**config.mk**
```make
export PLATFORM = sky130hd
export DESIGN_NAME = tcm_region_decoder
export DESIGN_NICKNAME = d
export VERILOG_FILES = /design/src/rtl/tcm_dec_pkg.sv /design/src/rtl/tcm_cfg_regs.sv /design/src/rtl/tcm_region_match.sv /design/src/rtl/tcm_region_decoder.sv
export SDC_FILE = /design/constraint.sdc
export NUM_CORES = 1
export LEC_CHECK = 0
export BUFFER_PORTS_ARGS = -buffer_cell sky130_fd_sc_hd__buf_2
export CELL_PAD_IN_SITES_DETAIL_PLACEMENT = 1
export CELL_PAD_IN_SITES_GLOBAL_PLACEMENT = 2
export CORE_ASPECT_RATIO = 1.1
export CORE_MARGIN = 4
export CORE_UTILIZATION = 26
export CTS_CLUSTER_DIAMETER = 200
export DETAILED_ROUTE_END_ITERATION = 7
export PLACE_DENSITY_LB_ADDON = 0.1
export SLEW_MARGIN = 10
export SYNTH_ARGS = -nofsm -noshare
export SYNTH_HDL_FRONTEND = slang
export SYNTH_SLANG_ARGS = --single-unit
```
**constraint.sdc**
```tcl
create_clock -name clk -period 1.9 [get_ports clk]
set_input_delay 0.38 -clock clk [delete_from_list [all_inputs] [get_ports clk]]
set_output_delay 0.38 -clock clk [all_outputs]
set_load 0.005 [all_outputs]
```
**src/rtl/tcm_dec_pkg.sv**
```systemverilog
package tcm_dec_pkg;

  typedef enum logic [1:0] {
    CFG_SELECT   = 2'd0,
    CFG_REGION   = 2'd1,
    CFG_SECURITY = 2'd2
  } cfg_reg_e;

  // number of TCMs produced by a side size in kilobytes
  function automatic int tcm_count(input int size_kb);
    if (size_kb == 0) return 0;
    if (size_kb == 4) return 1;
    return 2;
  endfunction

  // bytes per TCM; an empty side keeps a harmless 4KB placeholder
  function automatic int tcm_bytes(input int size_kb);
    if (size_kb > 4) return size_kb * 512;
    return 4096;
  endfunction

  function automatic int ram_index_width(input int size_kb);
    if (size_kb == 0) return 1;
    return $clog2(size_kb * 256);
  endfunction

endpackage

```
**src/rtl/tcm_cfg_regs.sv**
```systemverilog
module tcm_cfg_regs
  import tcm_dec_pkg::*;
#(
  parameter int ADDR_W  = 32,
  parameter int NUM_TCM = 2,
  parameter int OFF_W   = 13,
  parameter int SLOTS   = (NUM_TCM > 0) ? NUM_TCM : 1,
  parameter int BASE_W  = ADDR_W - OFF_W
) (
  input  logic                          clk,
  input  logic                          rst,
  input  logic                          cfg_we,
  input  logic [1:0]                    cfg_addr,
  input  logic [ADDR_W-1:0]             cfg_wdata,
  input  logic                          cfg_secure,
  output logic [SLOTS-1:0][BASE_W-1:0]  base_o,
  output logic [SLOTS-1:0]              en_o,
  output logic [SLOTS-1:0]              ns_o
);

  logic                         sel_q;
  logic [SLOTS-1:0][BASE_W-1:0] base_q;
  logic [SLOTS-1:0]             en_q;
  logic [SLOTS-1:0]             ns_q;
  logic                         unused_wdata;

  assign unused_wdata = ^cfg_wdata[OFF_W-1:1];

  always_ff @(posedge clk) begin
    if (rst) sel_q <= 1'b0;
    else if (cfg_we && cfg_addr == CFG_SELECT) sel_q <= cfg_wdata[0];
  end

  for (genvar i = 0; i < SLOTS; i++) begin : g_slot
    localparam logic SLOT_ID = 1'(i);
    localparam bit   LIVE    = (i < NUM_TCM);
    logic slot_wr;
    assign slot_wr = LIVE && cfg_we && (sel_q == SLOT_ID);

    always_ff @(posedge clk) begin
      if (rst) begin
        base_q[i] <= '0;
        en_q[i]   <= 1'b0;
        ns_q[i]   <= 1'b0;
      end else if (slot_wr) begin
        if (cfg_addr == CFG_REGION) begin
          base_q[i] <= cfg_wdata[ADDR_W-1:OFF_W];
          en_q[i]   <= cfg_wdata[0];
        end
        if (cfg_addr == CFG_SECURITY && cfg_secure) ns_q[i] <= cfg_wdata[0];
      end
    end
  end

  assign base_o = base_q;
  assign en_o   = en_q;
  assign ns_o   = ns_q;

  // reset leaves every TCM Secure and disabled
  a_r7_reset_secure: assert property (@(posedge clk)
    rst |=> (ns_q == '0 && en_q == '0));

  // a Non-secure security write leaves the attributes alone
  a_r8_ns_write_ignored: assert property (@(posedge clk) disable iff (rst)
    (cfg_we && !cfg_secure && cfg_addr == CFG_SECURITY) |=> $stable(ns_q));

endmodule

```
**src/rtl/tcm_region_match.sv**
```systemverilog
module tcm_region_match #(
  parameter int ADDR_W = 32,
  parameter int OFF_W  = 13,
  parameter int BASE_W = ADDR_W - OFF_W
) (
  input  logic [ADDR_W-1:0] addr,
  input  logic [BASE_W-1:0] base,
  input  logic              en,
  output logic              in_range
);

  assign in_range = en && (addr[ADDR_W-1:OFF_W] == base);

endmodule

```
**src/rtl/tcm_region_decoder.sv**
```systemverilog
module tcm_region_decoder
  import tcm_dec_pkg::*;
#(
  parameter int ADDR_W  = 32,
  parameter int SIZE_KB = 16,
  localparam int IDX_W  = ram_index_width(SIZE_KB)
) (
  input  logic              clk,
  input  logic              rst,
  input  logic              cfg_we,
  input  logic [1:0]        cfg_addr,
  input  logic [ADDR_W-1:0] cfg_wdata,
  input  logic              cfg_secure,
  input  logic              req_valid,
  input  logic [ADDR_W-1:0] req_addr,
  input  logic              req_ns,
  output logic              hit,
  output logic              ram_en,
  output logic [IDX_W-1:0]  ram_idx,
  output logic              bank,
  output logic              sec_fault
);

  localparam int NUM_TCM = tcm_count(SIZE_KB);
  localparam int SLOTS   = (NUM_TCM > 0) ? NUM_TCM : 1;
  localparam int OFF_W   = $clog2(tcm_bytes(SIZE_KB));
  localparam int BASE_W  = ADDR_W - OFF_W;

  logic [SLOTS-1:0][BASE_W-1:0] base_w;
  logic [SLOTS-1:0]             en_w;
  logic [SLOTS-1:0]             ns_w;
  logic [SLOTS-1:0]             m_hit;
  logic                         bank_w;
  logic                         tcm_ns_w;
  logic                         unused_addr;

  assign unused_addr = ^req_addr[1:0];

  tcm_cfg_regs #(
    .ADDR_W (ADDR_W),
    .NUM_TCM(NUM_TCM),
    .OFF_W  (OFF_W)
  ) regs_i (
    .clk       (clk),
    .rst       (rst),
    .cfg_we    (cfg_we),
    .cfg_addr  (cfg_addr),
    .cfg_wdata (cfg_wdata),
    .cfg_secure(cfg_secure),
    .base_o    (base_w),
    .en_o      (en_w),
    .ns_o      (ns_w)
  );

  for (genvar i = 0; i < SLOTS; i++) begin : g_match
    logic in_r;
    tcm_region_match #(
      .ADDR_W(ADDR_W),
      .OFF_W (OFF_W)
    ) match_i (
      .addr    (req_addr),
      .base    (base_w[i]),
      .en      (en_w[i]),
      .in_range(in_r)
    );
    assign m_hit[i] = (i < NUM_TCM) && in_r;
  end

  if (NUM_TCM == 2) begin : g_two
    // first TCM wins on overlap
    assign bank_w   = !m_hit[0];
    assign tcm_ns_w = m_hit[0] ? ns_w[0] : ns_w[SLOTS-1];
    assign ram_idx  = {bank_w, req_addr[OFF_W-1:2]};

    // bank 1 is reported only when TCM0 does not cover the address
    a_r11_tcm0_priority: assert property (@(posedge clk) disable iff (rst)
      (hit && bank) |-> !m_hit[0]);
  end else if (NUM_TCM == 1) begin : g_one
    assign bank_w   = 1'b0;
    assign tcm_ns_w = ns_w[0];
    assign ram_idx  = req_addr[OFF_W-1:2];
  end else begin : g_none
    assign bank_w   = 1'b0;
    assign tcm_ns_w = 1'b0;
    assign ram_idx  = '0;

    // an empty side never hits
    a_r1_empty_side: assert property (@(posedge clk) disable iff (rst)
      req_valid |-> !hit);
  end

  assign hit       = req_valid && (|m_hit);
  assign bank      = hit && bank_w;
  assign sec_fault = hit && req_ns && !tcm_ns_w;
  assign ram_en    = hit && !sec_fault;

  // idle requests raise nothing
  a_r4_idle_quiet: assert property (@(posedge clk) disable iff (rst)
    !req_valid |-> (!hit && !ram_en && !sec_fault));

  // a fault comes only from a Non-secure hit and blocks the RAM
  a_r10_fault_blocks_ram: assert property (@(posedge clk) disable iff (rst)
    sec_fault |-> (hit && req_ns && !ram_en));

endmodule

```
======== Yosys cells after proc, flatten, opt, wreduce, memory -nomap -nowiden ========
Cells that the tools add are included.
storage, ports and cells
  bits of input ports ..................... 72
  register bits after elaboration ......... 43
  word-level logic and storage cells ...... 33
operators by class
  reduce and logical (&&, ||, !) cells .... 20
  mux-type cells .......................... 1
  eq/ne operators ......................... 4
  bitwise gates (word level) .............. 1
operators with widths
  kind                                                 count
  equality test 19 bit                                 2
  logical AND 1 bit                                    11
  AND reduction 2 bit                                  4
  zero test 1 bit                                      3
  equality test 2 x 1 -> 1 bit, second input constant  1
  equality test 2 bit, second input constant           1
  zero test 2 bit                                      1
  OR reduction 2 bit                                   1
  2-to-1 mux 1 bit                                     1
  inverter 1 bit                                       1

======== Longest topological paths before layout ========
Gate-level depths: netlist of run 1.
  depth after elaboration ................. 8
  mapped depth ............................ 6
  mapped depth without buffers ............ 5

======== By module ========
From an unflattened synthesis of run 1, not the netlist that was laid out.
second synthesis, totals
  cell total of the unflattened synthesis .. 266
  area, all modules ....................... 2,306.0 um^2
by module, submodules not included
  module              cells each  area each (um^2)  instances
  tcm_cfg_regs        192         1,731.7           1
  tcm_region_match    26          212.7             2
  tcm_region_decoder  22          148.9             1

======== Least setup slack after synthesis of run 1 ========
No wires, ideal clock.
  path type ............................... in2out
  start ................................... in req_addr[25]
  end ..................................... out sec_fault
  cell stages on the path ................. 5
  arrival time ............................ 1,286 ps
  required time ........................... 1,520 ps
  slack ................................... 234 ps
  path through ............................ xnor2_1 > nand4_1 > nor3_4 > a22oi_2 > and4b_1
on the way
  cells in the longest elaborated chain, start to end .. 6
RTL lines
  element               RTL line                  RTL
  start: declaration    tcm_region_decoder.sv:15  input logic [ADDR_W-1:0] req_addr,
  equality test 19 bit  tcm_region_match.sv:12    assign in_range = en && (addr[ADDR_W-1:OFF_W] == base);
  logical AND 1 bit     tcm_region_match.sv:12
  OR reduction 2 bit    tcm_region_decoder.sv:92  assign hit = req_valid && (|m_hit);
  logical AND 1 bit     tcm_region_decoder.sv:92
  logical AND 1 bit     tcm_region_decoder.sv:94  assign sec_fault = hit && req_ns && !tcm_ns_w;
  logical AND 1 bit *   tcm_region_decoder.sv:94
  end: declaration      tcm_region_decoder.sv:21  output logic sec_fault
Mark *: on every way between the ends. The rest lies on a longest branch, timed or not.

======== Worst setup path after layout of run 1 ========
  start ................................... reg regs_i.base_q, in the netlist regs_i.base_o[3]
  end ..................................... out sec_fault
on the way
  cells in the longest elaborated chain, start to end .. 6
RTL lines
  element                           RTL line                  RTL
  start: declaration                tcm_cfg_regs.sv:22        logic [SLOTS-1:0][BASE_W-1:0] base_q;
  start signal: indexed assignment  tcm_cfg_regs.sv:47        base_q[i] <= cfg_wdata[ADDR_W-1:OFF_W];
  equality test 19 bit *            tcm_region_match.sv:12
  logical AND 1 bit *               tcm_region_match.sv:12
  OR reduction 2 bit                tcm_region_decoder.sv:92
  logical AND 1 bit                 tcm_region_decoder.sv:92
  logical AND 1 bit                 tcm_region_decoder.sv:94
  logical AND 1 bit *               tcm_region_decoder.sv:94
Marks and branches as above.

==> results of run 1 <==
[layer usage]
metal	part of all wire	wire length [microns]
met1	0.46	2850
met2	0.49	3000
met3	0.039	242
met4	0.011	69
met5	0	0
[registers in the layout (all words and copies together) (netlist names)]
signal,cells
regs_i.base_o,38
regs_i.en_o,2
regs_i.ns_o,2
regs_i.sel_q,1
[cells by family after synthesis]
kind of cell	after synthesis	share of synthesized area
AO/OA/AOI/OAI	47	0.121
multiplexers	1	0.00473
flip-flops	43	0.407
buffers and inverters	28	0.0733
AND/OR/NAND/NOR	112	0.237
XOR/XNOR	38	0.157
[power breakdown]
group / leakage, nW / switching (mW) / internal (mW) / total [mW]
Combinational: 0.587 / 0.118 / 0.118 / 0.237
Sequential: 0.349 / 0.0129 / 0.918 / 0.931
Clock: 0.0422 / 0.325 / 0.259 / 0.584
[worst max-delay path by stage]
stage                     cells after the start              from         to
after global routing                          6  regs_i.base_o[3]     ram_en
final                                         6  regs_i.base_o[3]  sec_fault
after floorplan                               5      req_addr[25]  sec_fault
after global placement                        7      req_addr[14]  sec_fault
after detailed placement                      7      req_addr[16]     ram_en
after CTS                                     6  regs_i.base_o[3]  sec_fault
[synth_stat cells]
cell type	n	area, sq um
clkbuf_1	9	33.8
nor2_4	1	11.3
a21oi_1	42	210
inv_1	3	11.3
nor3_4	1	16.3
o21ai_0	1	5.00
nand2_1	83	312
nand4_2	1	12.5
nor2_1	9	33.8
a22oi_2	1	12.5
nand4_1	9	56.3
xnor2_1	38	333
nor3_2	1	10.0
dfxtp_1	43	861
and4b_1	1	10.0
buf_2	4	20.0
nand4b_1	1	8.76
nor2b_1	2	12.5
mux2i_1	1	10.0
buf_4	12	90.1
a21bo_1	1	10.0
nand3_1	2	10.0
a31oi_1	1	6.26
a211oi_2	1	12.5
nor3b_1	1	7.51
[critical path, stage by stage, from the launching register on]
cell	delay, ns
dfxtp_2	0.34
xnor2_2	0.14
nand4_1	0.19
nor3_4	0.31
a22oi_2	0.16
and4b_1	0.26
buf_2	0.11
[through the flow]
| step | cell area [sq um] | utilization | cells | worst slack [ns] | power, mW |
|---|---|---|---|---|---|
| after floorplan | 2120 | - | 269 | 0.234 | 1.07 |
| after global placement | 2520 | 0.319 | 423 | -0.198 | 1.18 |
| after detailed placement | 2520 | 0.319 | 423 | -0.226 | 1.18 |
| after CTS | 2670 | 0.338 | 431 | -0.304 | 1.77 |
| after global routing | 2700 | 0.341 | 431 | -0.410 | 1.84 |
| final | 2700 | 0.341 | 431 | -0.285 | 1.75 |
[what timing repair did]
item                                   CTS  global route
endpoints found under the hold margin    0             0
setup endpoints to repair                5             5
resized for setup                       11             4
pin swaps                               15             3
[layout make-up]
| type | instances | area, sq um |
|---|---|---|
| fill | 1002 | 5220 |
| multi-input combinational | 198 | 1180 |
| sequential | 43 | 865 |
| timing repair buffer | 71 | 424 |
| tap | 108 | 135 |
| clock buffer | 7 | 76.3 |
| inverter | 3 | 11.3 |
| clock inverter | 1 | 5.00 |
==> run_results.csv, run 1 <==
group,metric,value,unit
run_status,status,"finished with violations",
run_status,violations,"setup timing",
sta,final_hold_viol_count,0,
setup_path,crit_required,1.52,ns
cts,clockBufferDepth,2,
route,drc,0,
power,ir_drop,0.418,mV
global_route,grt_busiest_layer,"met2",
global_route,grt_max_degree,44,
die,initial_utilization,0.267,
global_route,grt_pass1_wl,9900,microns
die,dieArea,9650,sq um
logic_synthesis,synth_nets,341,
logic_synthesis,synth_area,2120,sq um
placed_design,numPortBuffers,51,
global_route,grt.met2_usage,0.234,
finish,layout_commonest_cell,"nand2_1",
logic_synthesis,avgSynthCellArea,7.87,sq um
sta,rsz0062_at_grt,"yes",
cts,cts_tree,"done",
setup_path,r2r-start,"regs_i.sel_q",
route,viasPerCell,4.31,
cts,cts_setup_buffers,0,
cts,htree_num_levels,2,
placed_design,place_congestion,0.697,
finish,areaGrowthSynthToFinish,27.4,%
hold_path,min_from,"cfg_wdata[25]",
sta,tns,-1.03,ns
sta,setup_ws,-0.285,ns
sta,max_slew_margin,0.822,
global_route,grt_overflow,0,
setup_path,worstSetupPathType,"reg -> out",
hold_path,hp-class,"in -> reg",
global_route,grt_pass1_vias,1968,
cts,clkLatencyLatePin,0.29,ns
logic_synthesis,synth_cells,269,
setup_path,r2r_slack,0.75,ns
finish,diodes,0,
setup_path,cp_max_fo,4,
placed_design,hpwl,4500,microns
power,p_leak,0.978,nW
global_route,use_met1,0.169,
sta,fmax,458,MHz
route,dr.pass1.iters,2,
die,io_pins,88,
route,num_vias,1857,
job,maxCapViolations,0,
route,wirelength,6170,microns
die,die_x,94.0,microns
cts,cts.sinks,43,
route,wl_per_cell,14.3,microns
die,num_rows,34,
logic_synthesis,synth.distinct_cells,25,
logic_synthesis,synth_seq_area_share,0.407,
power,powerDensity,650,nW/um^2
setup_path,startpoint_type,"flop",
die,core,7910,sq um
cts,cts_root_buf,"clkbuf_8",
logic_synthesis,ys_warn_count,0,
logic_synthesis,ys_ff_latch,43,
setup_path,reg2reg_to,"regs_i.base_o[1]",
global_route,use_met3,0.0270,
hold_path,min_to,"regs_i.base_o[12]",
sta,period_needed,2.18,ns
setup_path,arrival,1.80,ns
finish,nNetsFinal,394,
global_route,grt_antenna_before_repair,0,
finish,drive_gt1_frac,0.300,
route,ant_nets,0,
cts,holdBufCountCts,0,
setup_path,reg2reg_depth,5,
setup_path,end_kind,"output port",
cts,clk_pin_slew_worst_paths,0.09,ns
global_route,grt_usage,0.134,
hold_path,min_path_cells,3,
route,drt-initial-drc-count,95,
sta,post-route-period-util,1.15,
sta,worstMarginPinSlew,0.267,ns
finish,layout_common_cells,"nand2_1, buf_2, a21oi_1, dfxtp_1, xnor2_1",
sta,slew_violations,0,
die,dieHeight,103,microns
sta,holdWs,0.323,ns
cts,cts_made_buffers,5,
sta,setup_viol,5,
sta,clock_skew,0.00486,ns
Power figures use the tool's default switching activity.
==> run 2, diff against run 1 <==
--- a/config.mk
+++ b/config.mk
@@ -14,6 +14,7 @@
 export CTS_CLUSTER_DIAMETER = 200
 export DETAILED_ROUTE_END_ITERATION = 7
 export PLACE_DENSITY_LB_ADDON = 0.1
+export SKIP_CTS_REPAIR_TIMING = 1
 export SLEW_MARGIN = 10
 export SYNTH_ARGS = -nofsm -noshare
 export SYNTH_HDL_FRONTEND = slang
==> run 2 against run 1 <==
The run still ends with setup timing left. Global-route usage decreased by 0.24 points. Final cell count increased by 0.23%. Critical path depth is 1 higher. Worst hold slack about the same. Final area grew 2.2%. Sequential power hardly changed. Combinational power increased by 3%. Register-to-register slack barely moved. Sequential share of layout area down 0.56 points. Fmax is 1.5% higher. Sequential cell count did not move. Wire length about the same. Critical path type unchanged.
==> run_results.csv, run 2 (synthesis results as in run 1) <==
group,metric,value,unit
setup_path,startpoint,"regs_i.base_o[10]",
sta,final_hold_viol_count,0,
sta,max_slew_margin,0.823,
global_route,grt_usage,0.132,
route,viasPerCell,4.35,
setup_path,end_kind,"output port",
run_status,violations,"setup timing",
job,maxCapViolations,0,
sta,rsz0062_at_grt,"yes",
finish,largest_register_ff_count,38,
finish,diodes,0,
global_route,grt_antenna_before_repair,0,
placed_design,place_congestion,0.697,
hold_path,hp-class,"in -> reg",
route,dr.pass1.iters,4,
route,num_vias,1878,
die,die_x,94.0,microns
setup_path,path_delay_family,"simple AND/OR/NAND/NOR gates",
cts,cts.sinks,43,
route,wl_met2,3060,microns
sta,clock_skew,0.00463,ns
finish,utilization,0.348,
sta,slew_violations,0,
die,io_pins,88,
die,core,7910,sq um
cts,clockBufferDepth,2,
power,p_leak,1.01,nW
setup_path,arrival,1.77,ns
die,dieHeight,103,microns
setup_path,reg2reg_to,"regs_i.base_o[1]",
die,num_rows,34,
finish,nNetsFinal,395,
finish,areaGrowthSynthToFinish,30.2,%
power,ir_drop,0.418,mV
cts,cts_tree,"done",
sta,setup_ws,-0.253,ns
setup_path,cp_max_fo,4,
cts,clkLatencyLatePin,0.29,ns
placed_design,hpwl,4500,microns
route,dr_wl_met3,262,microns
die,initial_utilization,0.267,
global_route,grt_max_degree,44,
run_status,status,"finished with violations",
setup_path,cp_slowest_cell,"dfxtp_1",
power,power.total,1.76,mW
sta,worstMarginPinSlew,0.266,ns
setup_path,crit_chain,"xnor2_2 > nand4_2 > nor3_4 > buf_6 > a22oi_2 > and4b_1 > buf_2",
finish,layout_common_cells,"nand2_1, buf_2, a21oi_1, dfxtp_1, xnor2_1",
sta,post-route-period-util,1.13,
sta,period_needed,2.15,ns
setup_path,crit_end,"sec_fault",
die,dieArea,9650,sq um
setup_path,r2r_slack,0.74,ns
setup_path,crit_cells,7,
setup_path,r2r-start,"regs_i.sel_q",
setup_path,crit_required,1.52,ns
setup_path,reg2reg_depth,5,
cts,cts_made_buffers,5,
setup_path,worstSetupPathType,"reg -> out",
power,powerDensity,639,nW/um^2
route,drt-initial-drc-count,72,
setup_path,crit_buf_inv,2,
route,drc,0,
route,ant_nets,0,
finish,layout_commonest_cell,"nand2_1",
setup_path,slowest_delay,0.34,ns
global_route,grt_pass1_vias,1970,
finish,nFillCells,999,
sta,fmax,464,MHz
hold_path,min_path_cells,3,
global_route,grt_overflow,0,
cts,clk_pin_slew_worst_paths,0.09,ns
setup_path,startpoint_type,"flop",
route,wl_per_cell,14.3,microns
sta,setup_viol,5,
route,drt-met1-wl,2770,microns
global_route,grt_pass1_wl,9730,microns
cts,htree_num_levels,2,
cts,cts_root_buf,"clkbuf_8",
route,top_layer,"met4",
route,wirelength,6170,microns
placed_design,numPortBuffers,51,
finish,drive_gt1_frac,0.327,
-- run 2: cell types whose count changed in the layout (fill, tap and decap cells not counted), moves of 2 or more --
cell     change
xnor2_2      +4
xnor2_1      -4
buf_6        +2
dfxtp_1      -3
dfxtp_2      +3
-- run 2: worst min path at each step --
stage | startpoint | slack [ns] | end
floorplan | regs_i.en_o[0] | 0.44 | regs_i.en_o[0]
global placement | regs_i.en_o[1] | 0.45 | regs_i.en_o[1]
detailed placement | regs_i.en_o[0] | 0.46 | regs_i.en_o[0]
CTS | cfg_wdata[27] | 0.32 | regs_i.base_o[14]
global route | cfg_wdata[25] | 0.32 | regs_i.base_o[12]
finish | cfg_wdata[25] | 0.32 | regs_i.base_o[12]
-- run 2: layout make-up --
cell class | instances | area (sq um) | share of cell area
multi-input combinational | 198 | 1220 | 0.443
sequential | 43 | 868 | 0.315
timing repair buffer | 72 | 439 | 0.159
tap | 108 | 135 | 0.0490
clock buffer | 7 | 76.3 | 0.0277
inverter | 3 | 11.3 | 0.00409
clock inverter | 1 | 5.00 | 0.00182
-- run 2: report_power, final --
part | leakage [nW] | switching [mW] | internal, mW
clock | 0.0422 | 0.325 | 0.259
sequential | 0.351 | 0.0139 | 0.918
combinational | 0.616 | 0.120 | 0.123
total | 1.01 | 0.459 | 1.30
-- run 2: metrics by stage --
step / setup slack [ns] / hold WS [ns] / std cells / TNS [ns] / instance area (sq um)
finish: -0.253 / 0.323 / 432 / -0.833 / 2760
CTS: -0.391 / 0.325 / 431 / -1.57 / 2610
global route: -0.349 / 0.315 / 432 / -1.40 / 2760
floorplan: 0.234 / 0.437 / 269 / 0 / 2120
detailed placement: -0.226 / 0.456 / 423 / -0.735 / 2520
global placement: -0.198 / 0.453 / 423 / -0.681 / 2520
-- run 2: routing by layer --
layer  vias to the layer above  GRT usage
met4                         0     0.0367
met3                         4     0.0270
met1                       869      0.164
met2                        39      0.232
met5                         -          0
li1                        966          -
-- run 2: tightest hold or removal path, stage by stage --
cell     delay (ns)
buf_2          0.10
nand2_1        0.05
a21oi_1        0.05
